==> config.mk <==
export PLATFORM = sky130hd
export DESIGN_NAME = spi_regbank_slave
export DESIGN_NICKNAME = d
export VERILOG_FILES = /design/src/rtl/spi_regbank_slave.sv
export SDC_FILE = /design/constraint.sdc
export NUM_CORES = 1
export LEC_CHECK = 0
export BUFFER_PORTS_ARGS = -buffer_cell sky130_fd_sc_hd__buf_2
export CELL_PAD_IN_SITES_DETAIL_PLACEMENT = 0
export CELL_PAD_IN_SITES_GLOBAL_PLACEMENT = 2
export CORE_MARGIN = 2
export CORE_UTILIZATION = 37
export CTS_CLUSTER_SIZE = 30
export DETAILED_ROUTE_END_ITERATION = 10
export PLACE_DENSITY_LB_ADDON = 0.1
export SLEW_MARGIN = 40
export SYNTH_ARGS = -nofsm -noshare
export SYNTH_HDL_FRONTEND = slang
export SYNTH_SLANG_ARGS = --single-unit
==> constraint.sdc <==
create_clock -name clk -period 2.4 [get_ports clk]
set_input_delay 0.48 -clock clk [delete_from_list [all_inputs] [get_ports clk]]
set_output_delay 0.48 -clock clk [all_outputs]
set_load 0.02 [all_outputs]
==> src/rtl/spi_regbank_slave.sv <==
module spi_regbank_slave #(
  parameter int DW = 8
) (
  input  logic          clk,
  input  logic          rst_n,
  input  logic          cpol,
  input  logic          cpha,
  input  logic          sclk,
  input  logic          cs_n,
  input  logic          mosi,
  output logic          miso,
  output logic          miso_oe,
  output logic          reg_we,
  output logic [DW-2:0] reg_addr,
  output logic [DW-1:0] reg_wdata,
  input  logic [DW-1:0] reg_rdata
);
  localparam int AW = DW - 1;
  localparam int CW = $clog2(DW);

  logic [2:0]    sclk_p;
  logic [1:0]    cs_p;
  logic [1:0]    mosi_p;
  logic [CW-1:0] bitcnt;
  logic [AW-1:0] rx;
  logic [DW-1:0] tx;
  logic          in_cmd;
  logic          is_wr;
  logic          fetch;
  logic          miso_r;

  always_ff @(posedge clk or negedge rst_n) begin
    if (!rst_n) begin
      sclk_p <= '0;
      cs_p   <= '1;
      mosi_p <= '0;
    end else begin
      sclk_p <= {sclk_p[1:0], sclk};
      cs_p   <= {cs_p[0], cs_n};
      mosi_p <= {mosi_p[0], mosi};
    end
  end

  wire cs_s   = cs_p[1];
  wire mosi_s = mosi_p[1];
  wire rise   = sclk_p[1] & ~sclk_p[2];
  wire fall   = ~sclk_p[1] & sclk_p[2];
  wire lead   = cpol ? fall : rise;
  wire trail  = cpol ? rise : fall;
  wire samp   = ~cs_s & (cpha ? trail : lead);
  wire shft   = ~cs_s & (cpha ? lead : trail);
  wire last   = (bitcnt == CW'(DW - 1));
  wire [DW-1:0] byte_in = {rx, mosi_s};

  assign miso_oe = ~cs_s;
  assign miso    = miso_oe & miso_r;

  always_ff @(posedge clk or negedge rst_n) begin
    if (!rst_n) begin
      bitcnt    <= '0;
      rx        <= '0;
      tx        <= '0;
      in_cmd    <= 1'b1;
      is_wr     <= 1'b0;
      fetch     <= 1'b0;
      miso_r    <= 1'b0;
      reg_we    <= 1'b0;
      reg_addr  <= '0;
      reg_wdata <= '0;
    end else if (cs_s) begin
      bitcnt <= '0;
      in_cmd <= 1'b1;
      fetch  <= 1'b0;
      miso_r <= 1'b0;
      reg_we <= 1'b0;
    end else begin
      reg_we <= 1'b0;
      if (reg_we)
        reg_addr <= reg_addr + 1'b1;
      if (fetch) begin
        tx    <= reg_rdata;
        fetch <= 1'b0;
      end
      if (samp) begin
        rx     <= byte_in[AW-1:0];
        bitcnt <= bitcnt + 1'b1;
        if (last) begin
          if (in_cmd) begin
            in_cmd   <= 1'b0;
            is_wr    <= byte_in[DW-1];
            reg_addr <= byte_in[AW-1:0];
            fetch    <= ~byte_in[DW-1];
          end else if (is_wr) begin
            reg_we    <= 1'b1;
            reg_wdata <= byte_in;
          end else begin
            reg_addr <= reg_addr + 1'b1;
            fetch    <= 1'b1;
          end
        end
      end
      if (shft) begin
        miso_r <= tx[DW-1];
        tx     <= {tx[DW-2:0], 1'b0};
      end
    end
  end
endmodule

# [Word level (Yosys, flattened, before mapping)]
# Cells that the tools add are included.
[totals] regBits=45 input_bits=15 out_inout_bits=18 word_cells=63
[classes] n_addsub=2 eq_ne=1 n_mux=28 bitwise_logic=10 reduce_logical=9
[ops] cell="2-to-1 mux 7 bit" count=5
[ops] cell="2-to-1 mux 1 bit" count=19
[ops] cell="2-to-1 mux 8 bit" count=2
[ops] cell="nonzero test 2 bit" count=4
[ops] cell="adder 7 x 1 -> 7 bit (second input constant)" count=1
[ops] cell="2-to-1 mux 3 bit" count=2
[ops] cell="AND reduction 2 bit" count=3
[ops] cell="bitwise AND 1 bit" count=5
[ops] cell="inverter 1 bit" count=5
[ops] cell="AND reduction 5 bit" count=1
[ops] cell="AND reduction 4 bit" count=1
[ops] cell="adder 3 x 1 -> 3 bit (second input constant)" count=1
[ops] cell="equality test 3 bit (second input constant)" count=1

# [Logic depth before layout (Yosys ltp)]
# Gate-level depths: netlist (run 1).
[depth] depth_word=7 depth_mapped=8 mapped_depth_nobuf=7

# [Least setup slack after synthesis (run 1)]
# OpenSTA, ideal clock, no wires.
[synth_path] path_kind="reg2reg" startpoint="register reg_addr[0]" endpoint="register reg_addr[6]" setup_time_ps=134 arrival_time_ps=1804 required_ps=2266 path_slack_ps=462 stages_incl_launch_ff=6 path_buffers=0 period_less_slack_ps=1938 path_cell_list="dfrtp_1 ha_1 nand2_1 or3_2 a2111oi_4 o211ai_2"
[synth_between] elab_chain_cells=6
[synth_rtl] item="from (decl)" line_no="14" text="output logic [DW-2:0] reg_addr,"
[synth_rtl] item="from (signal assigned)" line_no="79" text="reg_addr <= reg_addr + 1'b1;"
[synth_rtl] item="from (signal assigned)" line_no="91" text="reg_addr <= byte_in[AW-1:0];"
[synth_rtl] item="from (signal assigned)" line_no="97" text="reg_addr <= reg_addr + 1'b1;"
[synth_rtl] item="adder 7 x 1 -> 7 bit *" line_no="79, 97"
[synth_rtl] item="2-to-1 mux 7 bit" line_no="78" text="if (reg_we)"
[synth_rtl] item="2-to-1 mux 7 bit" line_no="93" text="end else if (is_wr) begin"
[synth_rtl] item="2-to-1 mux 7 bit" line_no="88" text="if (in_cmd) begin"
[synth_rtl] item="2-to-1 mux 7 bit" line_no="87" text="if (last) begin"
[synth_rtl] item="2-to-1 mux 7 bit *" line_no="84" text="if (samp) begin"
# Every way passes the cells marked *; elsewhere a longest branch is shown, timed or not.
# A chain may end at the register's enable or synchronous reset.

# [Worst setup path in the final report (run 1)]
[layout_path] startpoint="register bitcnt[0]" endpoint="register reg_wdata[0]"
[layout_between] elab_chain_cells=2
[layout_rtl] item="from (decl)" line_no="24" text="logic [CW-1:0] bitcnt;"
[layout_rtl] item="from (signal assigned)" line_no="86" text="bitcnt <= bitcnt + 1'b1;"
[layout_rtl] item="equality test 3 bit" line_no="52" text="wire last = (bitcnt == CW'(DW - 1));"
[layout_rtl] item="AND reduction 5 bit (no source line)"
[layout_rtl] item="to (signal assigned)" line_no="95" text="reg_wdata <= byte_in;"
[layout_rtl] item="to (decl)" line_no="15" text="output logic [DW-1:0] reg_wdata,"
# No other way between the ends.

==> results of run 1 <==
## registers in the layout, summed over array words and instances (netlist names)
signal / count
reg_we: 1
reg_addr: 7
tx: 8
in_cmd: 1
cs_p: 2
reg_wdata: 8
bitcnt: 3
mosi_p: 2
miso_r: 1
rx: 7
fetch: 1
sclk_p: 3
is_wr: 1
## routing by layer
metal | track usage, % | wire length, um | vias to the layer above
met5 | 0 | 0 | -
met3 | 4.89 | 246 | 4
met2 | 22.3 | 2110 | 46
met4 | 5.33 | 52 | 0
li1 | - | - | 781
met1 | 22.4 | 2230 | 784
## critical path, cell delays in order (launching register included)
cell and delay [ps]:
dfrtp_1 370, ha_1 150, ha_1 210, nor4bb_1 350
mux2i_2 170, nor2_4 330, mux2_2 380
## kinds of logic after synthesis
group                    Yosys count  share of synthesized area (%)
AO/OA/AOI/OAI                     39                           12.5
XOR/XNOR                           7                           3.54
adder cells (fa/ha/maj)            3                           1.66
buffers and inverters             18                           4.65
flip-flops                        45                           49.9
multiplexers                      31                           14.7
AND/OR/NAND/NOR                   58                           13.0
## through the flow
step | power, mW | hold WS, ps | util [%]
2_1_floorplan | 0.983 | 184 | -
3_3_place_gp | 1.06 | 335 | 42.2
3_5_place_dp | 1.07 | 339 | 42.2
4_1_cts | 1.67 | 268 | 44.2
5_1_grt | 1.74 | 256 | 44.2
6_report | 1.64 | 238 | 44.2
## placed cells by master (no fill, tap or decap), types with 5 or more instances in the layout
| master | netlist | routed |
|---|---|---|
| buf_4 | 1 | 6 |
| clkbuf_8 | 1 | 5 |
| nor2_1 | 16 | 16 |
| a21oi_1 | 8 | 8 |
| nand3_1 | 6 | 6 |
| o21ai_0 | 14 | 14 |
| inv_1 | 6 | 6 |
| mux2_2 | 15 | 15 |
| nand2_1 | 15 | 15 |
| buf_2 | 3 | 32 |
| dfrtp_1 | 42 | 42 |
| mux2i_1 | 15 | 15 |
## cell type report
cell class | count | area, um2 | area share [%]
well taps | 75 | 93.8 | 3.59
flip-flops and latches | 45 | 1130 | 43.2
repair buffers | 39 | 225 | 8.60
inverters | 6 | 22.5 | 0.860
multi-input cells | 138 | 1030 | 39.3
clock inverters | 3 | 47.5 | 1.82
clock buffers | 5 | 68.8 | 2.63
## power by group
part / switching (mW) / total (mW) / internal (mW)
registers: 0.0712 / 0.888 / 0.817
clock network: 0.277 / 0.595 / 0.318
logic: 0.0703 / 0.160 / 0.0897
total: 0.419 / 1.64 / 1.22
## worst max path at each step
stage,start,endpoint,cells after the start
floorplan,reg_addr[0]$_DFFE_PN0N_,reg_addr[6]$_DFFE_PN0N_,5
global placement,cpol,reg_addr[0]$_DFFE_PN0N_,7
detailed placement,cpol,reg_addr[0]$_DFFE_PN0N_,7
CTS,bitcnt[0]$_DFFE_PN0P_,reg_wdata[0]$_DFFE_PN0P_,6
global route,bitcnt[0]$_DFFE_PN0P_,reg_wdata[2]$_DFFE_PN0P_,6
finish,bitcnt[0]$_DFFE_PN0P_,reg_wdata[0]$_DFFE_PN0P_,6
==> impl_metrics.csv, run 1 <==
group,metric,value,unit
yosys,netlist_area,2260,um2
worst_setup_path,worstPathArrival,2260,ps
global_routing,grt_max_degree,46,
sta,min_period,2070,ps
sta,finClkSkew,7.33,ps
finish,antenna_cells,0,
power_and_ir_drop,p_leak,1.14,nW
flow_run,maxCapViolCount,0,
yosys,synth_nets,219,
place,dp_hpwl,3.29,mm
worst_setup_path,r2r_cells,6,
yosys,synth_edf_count,0,
yosys,synth_most_common_cell,"dfrtp_1",
yosys,synth_top_area_cell,"dfrtp_1",
routing,avgRoutedWirePerCell,14.9,um
clock_network,cts_root_buf,"clkbuf_8",
clock_network,cts.sinks,45,
place,port_buffers,32,
floorplan,fp.dieW,82.2,um
global_routing,grt-ovfl-total,0,
finish,drive_gt1_share,32.2,%
power_and_ir_drop,p_per_area,628,nW/um2
routing,drc,0,
worst_setup_path,worstSetupPathType,"reg2reg",
yosys,synth_warnings,0,
yosys,synth_common_cells,"42 x dfrtp_1, 16 x nor2_1, 15 x mux2_2, 15 x mux2i_1, 15 x nand2_1",
sta,grt_setup_unrepaired,"false",
place,placedInstanceArea,2500,um2
clock_network,cts_buffer_depth,2,
yosys,synthArstFlopShare,100,%
sta,hold_viol,0,
sta,setup_violations,0,
floorplan,core_area,5920,um2
worst_setup_path,reg2reg_from,"bitcnt[0]$_DFFE_PN0P_",
global_routing,grt_pass1_wl,7.91,mm
place,dpl.cell_count,303,
run_status,outcome,"finished, final reports clean",
finish,nFillCells,559,
yosys,ys_ff_latch,45,
sta,slew_violations,0,
routing,via_per_inst,5.19,
power_and_ir_drop,ir_worst_vdd,0.385,mV
yosys,ys_types,46,
yosys,ys.flop_type,"dfrtp_1",
worst_setup_path,r2r_end,"reg_wdata[0]$_DFFE_PN0P_",
worst_setup_path,rrSetupSlack,330,ps
finish,area_growth,15.7,%
floorplan,start_util,38.2,%
routing,first_iter_violations,150,
place,dp_slack,301,ps
global_routing,grt_pass1_vias,1597,
sta,fin_crit_sh,86.4,%
worst_hold_path,hold_class,"in2async",
routing,postRouteAntennaNets,0,
clock_network,cts_tree,"built",
finish,finalInstanceArea,2620,um2
floorplan,die_h,82.2,um
finish,instances_no_fill,311,
routing,firstDrtPassIters,4,
worst_setup_path,worstSetupStartpointType,"flop",
clock_network,clkTransAtPathRegs,90,ps
sta,layout_setup_ws,327,ps
yosys,yosysSeqAreaShare,49.9,%
clock_network,cts_setup_buffers,0,
worst_setup_path,required,2580,ps
clock_network,cts_resized,0,
clock_network,numCtsBuffers,5,
clock_network,holdBufCountCts,0,
global_routing,grtUsageTotal,15.7,%
routing,drt_wl_total,4.64,mm
yosys,syn_avg_cell_area,11.3,um2
yosys,synth_top_area_share,46.5,%
routing,num_vias,1615,
floorplan,rows,28,
clock_network,htreeDepth,2,
yosys,postSynthCellCount,201,
global_routing,antenna_found_initial,0,
finish,fin_nets,253,
worst_setup_path,end_kind,"flop",
floorplan,dieArea,6760,um2
yosys,synth_area_leaders,"dfrtp_1 46%, mux2_2 7.5%, mux2i_1 6.6%",
floorplan,io_pins,33,
worst_setup_path,path_max_fanout,10,
sta,fmax,0.482,GHz
sta,finalSetupTns,0,ps
sta,slew-limit-headroom,50.2,%
place,place_congestion,0.820,
sta,worst_pin_slew,745,ps
clock_network,clock_latency,300,ps
Power figures use the tool's default switching activity.
==> run 2: changes to the inputs <==
Settings changed: CORE_MARGIN 2 to 4.
==> impl_metrics.csv, run 2 (synthesis results as in run 1) <==
group,metric,value,unit
run_status,outcome,"finished, final reports clean",
worst_setup_path,cpPeakStageDelay,380,ps
place,place_congestion,0.815,
power_and_ir_drop,p_leak,1.13,nW
worst_setup_path,path_delay_family,"simple AND/OR/NAND/NOR gates",
worst_setup_path,worstSetupStartpointType,"flop",
clock_network,cts_root_buf,"clkbuf_8",
sta,worst_pin_slew,710,ps
worst_setup_path,required,2590,ps
worst_setup_path,crit_chain,"ha_1 > ha_1 > nor4bb_1 > mux2i_2 > nor2_4 > mux2_2",
worst_setup_path,path_max_fanout,10,
clock_network,cts_resized,0,
finish,nFillCells,567,
finish,final_common_cell,"dfrtp_1",
finish,layout_common_cells,"42 x dfrtp_1, 32 x buf_2, 16 x nor2_1",
sta,min_period,2100,ps
finish,antenna_cells,0,
floorplan,core_area,5920,um2
power_and_ir_drop,ir_worst_vdd,0.348,mV
sta,fin_hold_ws,252,ps
global_routing,antenna_found_initial,0,
sta,finClkSkew,8.51,ps
clock_network,clkTransAtPathRegs,90,ps
power_and_ir_drop,p_seq_share,56.8,%
floorplan,rows,28,
power_and_ir_drop,internal_power,1.14,mW
worst_hold_path,hold_class,"in2async",
finish,drive_gt1_share,31.9,%
floorplan,dieArea,7430,um2
routing,avgRoutedWirePerCell,15.3,um
worst_setup_path,path_common_cell,"ha_1",
global_routing,grt_pass1_wl,8.16,mm
global_routing,grt_max_degree,46,
routing,first_iter_violations,76,
floorplan,io_pins,33,
floorplan,fp.dieW,86.2,um
worst_setup_path,crit_slowest_cell,"dfrtp_1",
clock_network,htreeDepth,2,
floorplan,start_util,38.2,%
power_and_ir_drop,p_clk_share,33.0,%
routing,via_per_inst,5.15,
worst_setup_path,worstPathArrival,2290,ps
finish,instances_no_fill,310,
clock_network,clock_latency,300,ps
worst_setup_path,cp.buffers_inverters,0,
worst_setup_path,end_kind,"flop",
routing,num_vias,1596,
worst_setup_path,cp.depth,6,
power_and_ir_drop,p_total,1.56,mW
sta,grt_setup_unrepaired,"false",
sta,setup_violations,0,
worst_setup_path,r2r_cells,6,
worst_setup_path,worstSetupPathType,"reg2reg",
sta,hold_viol,0,
finish,final_core_util,43.8,%
power_and_ir_drop,power_switching,0.420,mW
global_routing,grtUsageTotal,14.1,%
power_and_ir_drop,p_per_area,603,nW/um2
clock_network,cts_tree,"built",
clock_network,cts.sinks,45,
place,port_buffers,32,
sta,fin_crit_sh,87.5,%
clock_network,holdBufCountCts,0,
global_routing,grt-ovfl-total,0,
sta,fmax,0.476,GHz
routing,drc,0,
finish,area_growth,14.7,%
routing,drt_wl_total,4.75,mm
clock_network,cts_setup_buffers,0,
clock_network,cts_buffer_depth,2,
power_and_ir_drop,comb_power_share,10.1,%
power_and_ir_drop,swShare,26.8,%
sta,slew_violations,0,
place,dp_hpwl,3.31,mm
routing,firstDrtPassIters,4,
sta,slew-limit-headroom,52.5,%
finish,fin_nets,252,
flow_run,maxCapViolCount,0,
routing,postRouteAntennaNets,0,
clock_network,numCtsBuffers,5,
global_routing,grt_pass1_vias,1647,
floorplan,die_h,86.2,um
finish,top_regs,"reg_wdata x8, tx x8",
sta,finalSetupTns,0,ps
place,dpl.cell_count,302,
-- run 2: final cells by class --
| type | count | area (um2) | share of cell area, % |
|---|---|---|---|
| repair buffers | 38 | 218 | 8.39 |
| clock inverters | 2 | 17.5 | 0.675 |
| inverters | 6 | 22.5 | 0.868 |
| flip-flops and latches | 45 | 1130 | 43.6 |
| clock buffers | 6 | 82.6 | 3.18 |
| multi-input cells | 138 | 1030 | 39.7 |
| well taps | 75 | 93.8 | 3.62 |
-- run 2: path summary, 6_finish.rpt --
| path | startpoint | endpoint | slack [ps] |
|---|---|---|---|
| max | bitcnt[0]$_DFFE_PN0P_ | reg_wdata[4]$_DFFE_PN0P_ | 300 |
| min | rst_n | reg_addr[0]$_DFFE_PN0N_ | 250 |
| max reg2reg | bitcnt[0]$_DFFE_PN0P_ | reg_wdata[4]$_DFFE_PN0P_ | 300 |
| min reg2reg | sclk_p[0]$_DFF_PN0_ | sclk_p[1]$_DFF_PN0_ | 350 |
| max in group asynchronous | rst_n | bitcnt[2]$_DFFE_PN0P_ | 1760 |
| min in group clk | cs_n | cs_p[0]$_DFF_PN1_ | 260 |
-- run 2: power by group through the flow --
stage | clock network [mW] | registers (mW) | logic, mW
after floorplan | 0 | 0.869 | 0.114
after global placement | 0 | 0.900 | 0.159
after detailed placement | 0 | 0.905 | 0.161
after CTS | 0.537 | 0.889 | 0.161
after global routing | 0.578 | 0.898 | 0.179
final | 0.517 | 0.888 | 0.159
-- run 2: worst register-to-register path, stage by stage (launching register included) --
cell      delay, ps
dfrtp_1         380
ha_1            160
ha_1            220
nor4bb_1        340
mux2i_2         210
nor2_4          310
mux2_2          380
-- run 2: per-stage QoR --
step           setup slack, ps  instance area, um2
2_1_floorplan              462                2260
3_3_place_gp               249                2490
3_5_place_dp               219                2490
4_1_cts                    237                2590
5_1_grt                    143                2590
6_report                   300                2590
-- run 2: routing by layer --
layer,vias to the layer above,wire (um),part of all wire (%),global-route usage (%)
li1,784,-,-,-
met1,772,2320,49,19.4
met2,35,2130,45,20.7
met3,5,233,4.9,4.85
met4,0,61,1.3,4.96
met5,-,0,0,0
